### src/rtl/shmul_pkg.sv
package shmul_pkg;
   typedef enum logic [2:0] {
      OP_SLL   = 3'd0,
      OP_SRL   = 3'd1,
      OP_SRA   = 3'd2,
      OP_MULLO = 3'd3,
      OP_MULHU = 3'd4,
      OP_MULHS = 3'd5
   } shmul_op_e;
endpackage

### src/rtl/shmul_decode.sv
// Turns an operation into two extended multiplicands and a half-select.
module shmul_decode #(
   parameter int DATA_W = 32,
   localparam int SH_W = $clog2(DATA_W)
) (
   input  logic [2:0]        op,
   input  logic              amt_from_imm,
   input  logic [SH_W-1:0]   imm_amt,
   input  logic [DATA_W-1:0] opa,
   input  logic [DATA_W-1:0] opb,
   output logic [DATA_W:0]   mul_a,
   output logic [DATA_W:0]   mul_b,
   output logic              take_hi
);
   import shmul_pkg::*;

   logic [SH_W-1:0] shamt;
   logic [DATA_W:0] pow_left, pow_right, a_zx, a_sx, b_zx, b_sx;
   logic            zero_amt;

   always_comb begin
      shamt     = amt_from_imm ? imm_amt : opb[SH_W-1:0];
      zero_amt  = (shamt == '0);
      pow_left  = {{DATA_W{1'b0}}, 1'b1} << shamt;
      pow_right = {1'b1, {DATA_W{1'b0}}} >> shamt;
      a_zx      = {1'b0, opa};
      a_sx      = {opa[DATA_W-1], opa};
      b_zx      = {1'b0, opb};
      b_sx      = {opb[DATA_W-1], opb};
   end

   always_comb begin
      mul_a   = a_zx;
      mul_b   = b_zx;
      take_hi = 1'b0;
      case (op)
         OP_SLL: begin
            mul_b = pow_left;
         end
         OP_SRL: begin
            mul_b   = zero_amt ? {{DATA_W{1'b0}}, 1'b1} : pow_right;
            take_hi = !zero_amt;
         end
         OP_SRA: begin
            mul_a   = a_sx;
            mul_b   = zero_amt ? {{DATA_W{1'b0}}, 1'b1} : pow_right;
            take_hi = !zero_amt;
         end
         OP_MULHU: begin
            take_hi = 1'b1;
         end
         OP_MULHS: begin
            mul_a   = a_sx;
            mul_b   = b_sx;
            take_hi = 1'b1;
         end
         default: begin
            mul_a = a_zx;
         end
      endcase
   end
endmodule

### src/rtl/shmul_mult_core.sv
// Operand registers, one shared signed multiplier, 1 or 2 product stages.
module shmul_mult_core #(
   parameter int DATA_W  = 32,
   parameter int LATENCY = 2,
   localparam int OPND_W = DATA_W + 1,
   localparam int PROD_W = 2 * OPND_W
) (
   input  logic              clk,
   input  logic              rst_n,
   input  logic              load,
   input  logic [DATA_W:0]   a_in,
   input  logic [DATA_W:0]   b_in,
   input  logic              take_hi_in,
   output logic [DATA_W-1:0] word
);
   logic signed [OPND_W-1:0] a_q, b_q;
   logic                     hi_q;
   logic signed [PROD_W-1:0] prod, prod_q, prod_fin;

   always_ff @(posedge clk or negedge rst_n) begin
      if (!rst_n) begin
         a_q  <= '0;
         b_q  <= '0;
         hi_q <= 1'b0;
      end else if (load) begin
         a_q  <= a_in;
         b_q  <= b_in;
         hi_q <= take_hi_in;
      end
   end

   assign prod = a_q * b_q;

   always_ff @(posedge clk or negedge rst_n) begin
      if (!rst_n) prod_q <= '0;
      else        prod_q <= prod;
   end

   generate
      if (LATENCY == 3) begin : g_two_stage
         logic signed [PROD_W-1:0] prod_q2;
         always_ff @(posedge clk or negedge rst_n) begin
            if (!rst_n) prod_q2 <= '0;
            else        prod_q2 <= prod_q;
         end
         assign prod_fin = prod_q2;
      end else begin : g_one_stage
         assign prod_fin = prod_q;
      end
   endgenerate

   assign word = hi_q ? prod_fin[2*DATA_W-1:DATA_W] : prod_fin[DATA_W-1:0];
endmodule

### src/rtl/shmul_ctrl.sv
// Handshake sequencer: accepts one start, counts LATENCY cycles.
module shmul_ctrl #(
   parameter int LATENCY = 2,
   localparam int CNT_W = $clog2(LATENCY + 1)
) (
   input  logic clk,
   input  logic rst_n,
   input  logic start,
   output logic accept,
   output logic capture,
   output logic busy,
   output logic done
);
   logic [CNT_W-1:0] cnt;

   assign accept  = start && !busy;
   assign capture = busy && (cnt == CNT_W'(LATENCY - 1));

   always_ff @(posedge clk or negedge rst_n) begin
      if (!rst_n) begin
         busy <= 1'b0;
         done <= 1'b0;
         cnt  <= '0;
      end else begin
         done <= capture;
         if (accept) begin
            busy <= 1'b1;
            cnt  <= '0;
         end else if (capture) begin
            busy <= 1'b0;
         end else if (busy) begin
            cnt <= cnt + 1'b1;
         end
      end
   end
endmodule

### src/rtl/shmul_unit.sv
module shmul_unit #(
   parameter int DATA_W  = 32,
   parameter int LATENCY = 2,
   localparam int SH_W = $clog2(DATA_W)
) (
   input  logic              clk,
   input  logic              rst_n,
   input  logic              start,
   input  logic [2:0]        op,
   input  logic              amt_from_imm,
   input  logic [SH_W-1:0]   imm_amt,
   input  logic [DATA_W-1:0] opa,
   input  logic [DATA_W-1:0] opb,
   output logic              busy,
   output logic              done,
   output logic [DATA_W-1:0] result
);
   generate
      if (LATENCY != 2 && LATENCY != 3) begin : g_bad_latency
         $error("shmul_unit: LATENCY must be 2 or 3");
      end
      if (DATA_W < 8 || (DATA_W & (DATA_W - 1)) != 0) begin : g_bad_width
         $error("shmul_unit: DATA_W must be a power of two, at least 8");
      end
   endgenerate

   logic [DATA_W:0]   mul_a, mul_b;
   logic              take_hi, accept, capture;
   logic [DATA_W-1:0] word;

   shmul_decode #(.DATA_W(DATA_W)) u_decode (
      .op(op), .amt_from_imm(amt_from_imm), .imm_amt(imm_amt),
      .opa(opa), .opb(opb),
      .mul_a(mul_a), .mul_b(mul_b), .take_hi(take_hi)
   );

   shmul_mult_core #(.DATA_W(DATA_W), .LATENCY(LATENCY)) u_core (
      .clk(clk), .rst_n(rst_n), .load(accept),
      .a_in(mul_a), .b_in(mul_b), .take_hi_in(take_hi),
      .word(word)
   );

   shmul_ctrl #(.LATENCY(LATENCY)) u_ctrl (
      .clk(clk), .rst_n(rst_n), .start(start),
      .accept(accept), .capture(capture), .busy(busy), .done(done)
   );

   always_ff @(posedge clk or negedge rst_n) begin
      if (!rst_n)       result <= '0;
      else if (capture) result <= word;
   end
endmodule

### config.mk
export PLATFORM = sky130hd
export DESIGN_NAME = shmul_unit
export DESIGN_NICKNAME = d
export VERILOG_FILES = /design/src/rtl/shmul_pkg.sv /design/src/rtl/shmul_decode.sv /design/src/rtl/shmul_mult_core.sv /design/src/rtl/shmul_ctrl.sv /design/src/rtl/shmul_unit.sv
export SDC_FILE = /design/constraint.sdc
export NUM_CORES = 2
export LEC_CHECK = 0
export BUFFER_PORTS_ARGS = -buffer_cell sky130_fd_sc_hd__buf_2
export CAP_MARGIN = 5
export CORE_ASPECT_RATIO = 0.5
export CORE_MARGIN = 2
export CORE_UTILIZATION = 50
export CTS_BUF_LIST = sky130_fd_sc_hd__clkbuf_16
export CTS_CLUSTER_DIAMETER = 50
export DETAILED_ROUTE_END_ITERATION = 16
export PLACE_DENSITY = 0.76
export SLEW_MARGIN = 25
export SYNTH_ARGS = -nofsm -noshare
export SYNTH_HDL_FRONTEND = slang
export SYNTH_HIERARCHICAL = 1
export SYNTH_SLANG_ARGS = --single-unit
### constraint.sdc
create_clock -name clk -period 11.1 [get_ports clk]
set_input_delay 0 -clock clk [delete_from_list [all_inputs] [get_ports clk]]
set_output_delay 0 -clock clk [all_outputs]
set_load 0.05 [all_outputs]
* After elaboration in Yosys (flattened, before gate mapping) *
Index checks and enable logic that the tools add are counted.
Widths: inputs -> output; s select.

operators by class
  add/subtract/negate cells = 1
  multipliers = 1
  divide/modulo/power cells = 0
  magnitude comparators = 0
  equal/unequal tests = 6
  shifts and indexed selects = 2
  muxes and demuxes = 11
  bitwise logic cells = 0
  reductions and logical operators = 12

operator list
  kind                   count
  $pmux 33 s3            1
  $mux 33                2
  $mul 33x33->64         1
  $shl 1x5->33 const A   1
  $shr 33x5->33 const A  1
  $mux 32                1
  $eq 3x3->1 const B     2
  $mux 2                 3
  $reduce_or 2->1        3
  $logic_not 5->1        1
  $mux 5                 1
  $reduce_bool 2->1      2
  $eq 3x1->1 const B     1
  $eq 3x2->1 const B     1
  $logic_not 3->1        1
  $add 2x1->2 const B    1
  $eq 2x1->1 const B     1
  $logic_and 1x1->1      2
  $logic_not 1->1        2
  $mux 1                 2
  $ne 2x2->1 const B     1
  $pmux 1 s2             1
  $reduce_and 2->1       1

word-level totals
  bits in registers = 167
  bits in latches = 0
  memory bits (writable) = 0
  memory bits (read-only) = 0
  input bits = 76
  memories = 0

* Depth between registers and ports, before layout *
  depth in word-level cells = 4
  depth in mapped cells = 30
  mapped depth without buffers = 27

* Cells and area by module *
Netlist, hierarchy kept.

by module, submodules not included
  module           instances  cells each  area an instance (um^2)
  shmul_mult_core  1          4363        42594.6
  shmul_unit       1          68          1345.0
  shmul_decode     1          186         1327.5
  shmul_ctrl       1          16          193.9

* Worst setup path after synthesis *
OpenSTA, ideal clock, no wires.

  kind = register -> register
  start point = register u_core.b_q[3]
  end point = register u_core.prod_q[62] (netlist: u_core/prod_fin[62])
  library setup time = 0.080 ns
  arrival time = 7.612 ns
  required time = 11.020 ns
  path slack = 3.408 ns
  cell stages (with the launch flop) = 28
  path buffers = 2
  clock period less this slack = 7.692 ns
  path through = dfrtp_1 > clkbuf_1 > clkbuf_1 > nand2_1 > inv_1 > fa_1 > fa_1 > fa_1 > inv_1 > fa_1 > inv_1 > fa_1 > fa_1 > fa_1 > inv_1 > fa_1 > inv_1 > ha_1 > o21a_1 > o21ai_0 > nand2b_1 > a21oi_1 > a31oi_1 > a21oi_1 > a21oi_1 > or3_1 > a31oi_1 > xnor2_1

on the way
  cells in the longest elaborated chain, start to end = 1

ends and longest elaborated chain
  item                    RTL line               text
  from (decl)             shmul_mult_core.sv:16  logic signed [OPND_W-1:0] a_q, b_q;
  from (signal assigned)  shmul_mult_core.sv:27  b_q <= b_in;
  $mul 33x33->64          shmul_mult_core.sv:32  assign prod = a_q * b_q;
  via u_core.prod[62]     shmul_mult_core.sv:18  logic signed [PROD_W-1:0] prod, prod_q, prod_fin;
  to (signal assigned)    shmul_mult_core.sv:36  else prod_q <= prod;
  to (decl)               shmul_mult_core.sv:18

The timed path passes the listed nets, and every way through them passes these cells.
A chain may end at the register's enable or synchronous reset.

* Worst setup path in the final report *
  start point = register u_core.b_q[3]
  end point = register u_core.prod_q[56] (netlist: u_core/prod_fin[56])

The elaborated chain is that of the path after synthesis.

==> flow_summary_export.csv <==
group,metric,value,unit
outcome,status,"finished clean",
place,io_buffers,109,
die,die-area,0.09350,sq mm
timing,hold_viol_final,0,
yosys,synth_area_per_cell,9.812,sq um
place,dp.cells,5727,
clock_network,numCtsBuffers,17,
critical_path,cp_top_family,"adder cells",
place,gp_congestion,0.9586,
global_route,antenna_found_initial,5,
timing,timing.setup.tns,0,ns
timing,drv_slew,0,
global_route,grt_pass1_wl,198800,um
critical_path,start_kind,"register",
min_path,hold_path_startpoint,"opb[2]",
critical_path,crit_top_cell,"fa_1",
drt,routed_via_density,5.508,
yosys,synth_area,0.04546,sq mm
drt,drt_wl_total,122900,um
min_path,whs_path_depth,4,
die,dieWidth,430.4,um
cells_and_area,final_cells,5824,
drt,firstDrtPassIters,6,
global_route,grt-ovfl-total,0,
timing,min_period,8.903,ns
critical_path,path_cells,"nand2_1 -> inv_1 -> fa_1 -> fa_1 -> fa_2 -> buf_4 -> inv_1 -> fa_1 -> inv_1 -> fa_1 -> fa_1 -> fa_1 -> inv_1 -> fa_1 -> inv_1 -> ha_1 -> nand3_1 -> nor4_1 -> and3_1 -> o211ai_2 -> a21boi_0 -> o21a_1 -> mux2i_1 -> nand2_1",
die,io_pins,110,
yosys,synth.most_common_cell,"fa_1",
timing,max_slew_margin,29.89,%
drt,num_vias,32080,
yosys,synth_edf_count,0,
die,core-area,0.09037,sq mm
global_route,grt_pass1_vias,36200,
yosys,ys_types,84,
yosys,synthFlopType,"dfrtp_1",
cells_and_area,nets,6025,
die,fp.dieH,217.2,um
yosys,syn_nets,6048,
critical_path,cpPeakStageDelay,0.93,ns
yosys,synth_top_area_share,49.54,%
yosys,synth_top_cell_by_area,"fa_1",
min_path,min_to,"u_core/b_q[2]",
clock_network,clk_path_buf_depth,2,
yosys,seq_area_frac_synth,9.192,%
critical_path,cp_max_fo,21,
drt,wire_per_inst,21.10,um
place,hpwlAfterDp,95930,um
timing,grt_setup_unrepaired,"no",
yosys,async_reset_ff_share,100.0,%
yosys,synth_cells,4633,
timing,finClkSkew,0.01601,ns
critical_path,cp_slowest_cell,"dfrtp_1",
global_route,grtUsageTotal,27.52,%
yosys,ys_top_cells_by_area,"fa_1 (50%), dfrtp_1 (9.2%), inv_1 (9.0%)",
drt,ant_nets,0,
timing,final-setup-viol-count,0,
critical_path,cp.required,11.46,ns
global_route,grt_max_degree,94,
die,initial_core_util,50.30,%
drt,post-route-drc-count,0,
run,cap_violations,0,
clock_network,cts_tree,"yes",
timing,finalCritPeriodShare,80.21,%
critical_path,crit-reg2reg-launch,"u_core/b_q[3]",
drt,first_iter_violations,2452,
clock_network,clockRootBuffer,"clkbuf_16",
critical_path,r2r_cells,24,
yosys,netlist_top_cells_count,"fa_1 (1125), inv_1 (1093), nand2_1 (582), and2_1 (550), clkbuf_1 (224)",
critical_path,arrival,9.27,ns
cells_and_area,drive_gt1_share,8.416,%
critical_path,cp_num_buf_inv,6,
timing,worst_pin_slew,1.052,ns
clock_network,worst_skew_pair.late_latency,0.49,ns
cells_and_area,area_growth,5.573,%
clock_network,postCtsSetupRepairBufs,0,
critical_path,crit_type,"reg -> reg",
critical_path,reg2reg_to,"u_core/prod_fin[56]",
clock_network,clk_pin_slew,0.08,ns
timing,fmax,112.3,MHz
critical_path,cp_num_cells,24,
yosys,ys_ff_latch,167,
critical_path,r2r_setup_slack,2.20,ns
min_path,min_path_type,"in -> reg",
clock_network,cts_sinks,167,
critical_path,critPathCaptureType,"register",
clock_network,cts_max_level,4,
die,num_rows,78,
yosys,yosys_warnings,6,
## worst register-to-register path: cells and delay by family (launching register included)
family	cells	cell delay (ns)
multiplexers	1	0.19
AO/OA/AOI/OAI	3	0.72
flip-flops	1	0.93
buffers and inverters	6	0.97
adder cells (fa/ha/maj)	9	4.81
AND/OR/NAND/NOR	5	1.18
## area by class of cell
class                      instances  area, sq um
clock buffer                      17        425.4
fill                            7812        42380
multi-input combinational       3097        35940
sequential                       167         4200
timing repair buffer             234         1654
antenna                            2        5.005
clock inverter                    14        161.4
tap                             1200         1501
inverter                        1093         4103
## flip-flops by register name, indices dropped and copies added (netlist names)
name and count:
result 32, u_core/a_q 33, u_core/b_q 33, u_core/hi_q 1
u_core/prod_fin 64, u_ctrl/busy 1, u_ctrl/cnt 2, u_ctrl/done 1
## repair_timing
item	CTS	global route
gates resized for setup	0	0
hold endpoints to repair	159	0
hold buffers	64	0
## per-layer routing
metal	track usage, %	vias to the layer above	part of all wire, %
met3	4.553	368	8.2
met4	12.54	0	4.9
met2	46.27	1511	49
li1	-	13400	-
met1	35.23	16800	38
met5	0	-	0
## how the worst max path moves through the flow
stage / startpoint / end
6_report: u_core/b_q[3] / u_core/prod_fin[56]
3_3_place_gp: u_core/b_q[0] / u_core/prod_fin[56]
3_5_place_dp: u_core/b_q[0] / u_core/prod_fin[56]
4_1_cts: u_core/b_q[0] / u_core/prod_fin[56]
2_1_floorplan: u_core/b_q[3] / u_core/prod_fin[62]
5_1_grt: u_core/b_q[3] / u_core/prod_fin[56]
## stage by stage
step	hold slack, ns	setup WS [ns]	utilization (%)	instance area (sq um)
3_3_place_gp	0.1688	2.244	51.72	46740
4_1_cts	0.007346	2.018	53.09	47980
6_report	0.03098	2.197	53.11	47990
5_1_grt	0.04438	1.715	53.10	47990
3_5_place_dp	0.1639	2.047	51.73	46750
2_1_floorplan	-0.2956	3.408	-	45460
## cells in the final DEF, fill, tap and decap left out, types with 5 or more instances in the layout
cell	netlist	routed
a222oi_1	8	8
a21oi_2	6	6
a21oi_1	53	53
o21ai_0	23	23
xnor2_1	53	53
nand2_1	582	582
buf_4	34	60
nand2b_1	12	12
mux2_4	30	30
clkbuf_16	0	17
nand3b_1	6	6
clkinv_8	0	5
nor2_1	41	41
mux2_2	104	104
inv_1	1093	1093
buf_2	6	108
a22oi_1	7	7
ha_1	214	214
fa_1	1125	1124
and2_1	550	550
a21boi_0	5	5
a211oi_1	6	6
o21a_1	6	6
nor2b_1	30	29
nor3_1	15	15
nand4_1	8	8
dlygate4sd3_1	0	64
a32oi_1	18	18
a21o_1	35	35
o21bai_1	11	11
nand3_1	35	35
xor2_1	23	23
dfrtp_1	167	150
a31oi_1	11	11
dfrtp_2	0	17
## kinds of logic (layout without fill, tap and decap cells)
logic type,after synthesis,count (layout),share of synthesized area (%)
other,0,2,0
AOI/OAI and AO/OA,238,238,3.914
xor gates and xnor gates,77,77,1.500
adders and majority gates,1339,1339,55.43
and+or+nand+nor,1305,1305,14.52
buffers and inverters,1369,1358,11.79
DFF,167,167,9.192
muxes,138,138,3.655
Power is left out: the tool's default activity adds up to more than one toggle a clock period on the data nets, which glitch-free logic cannot reach.
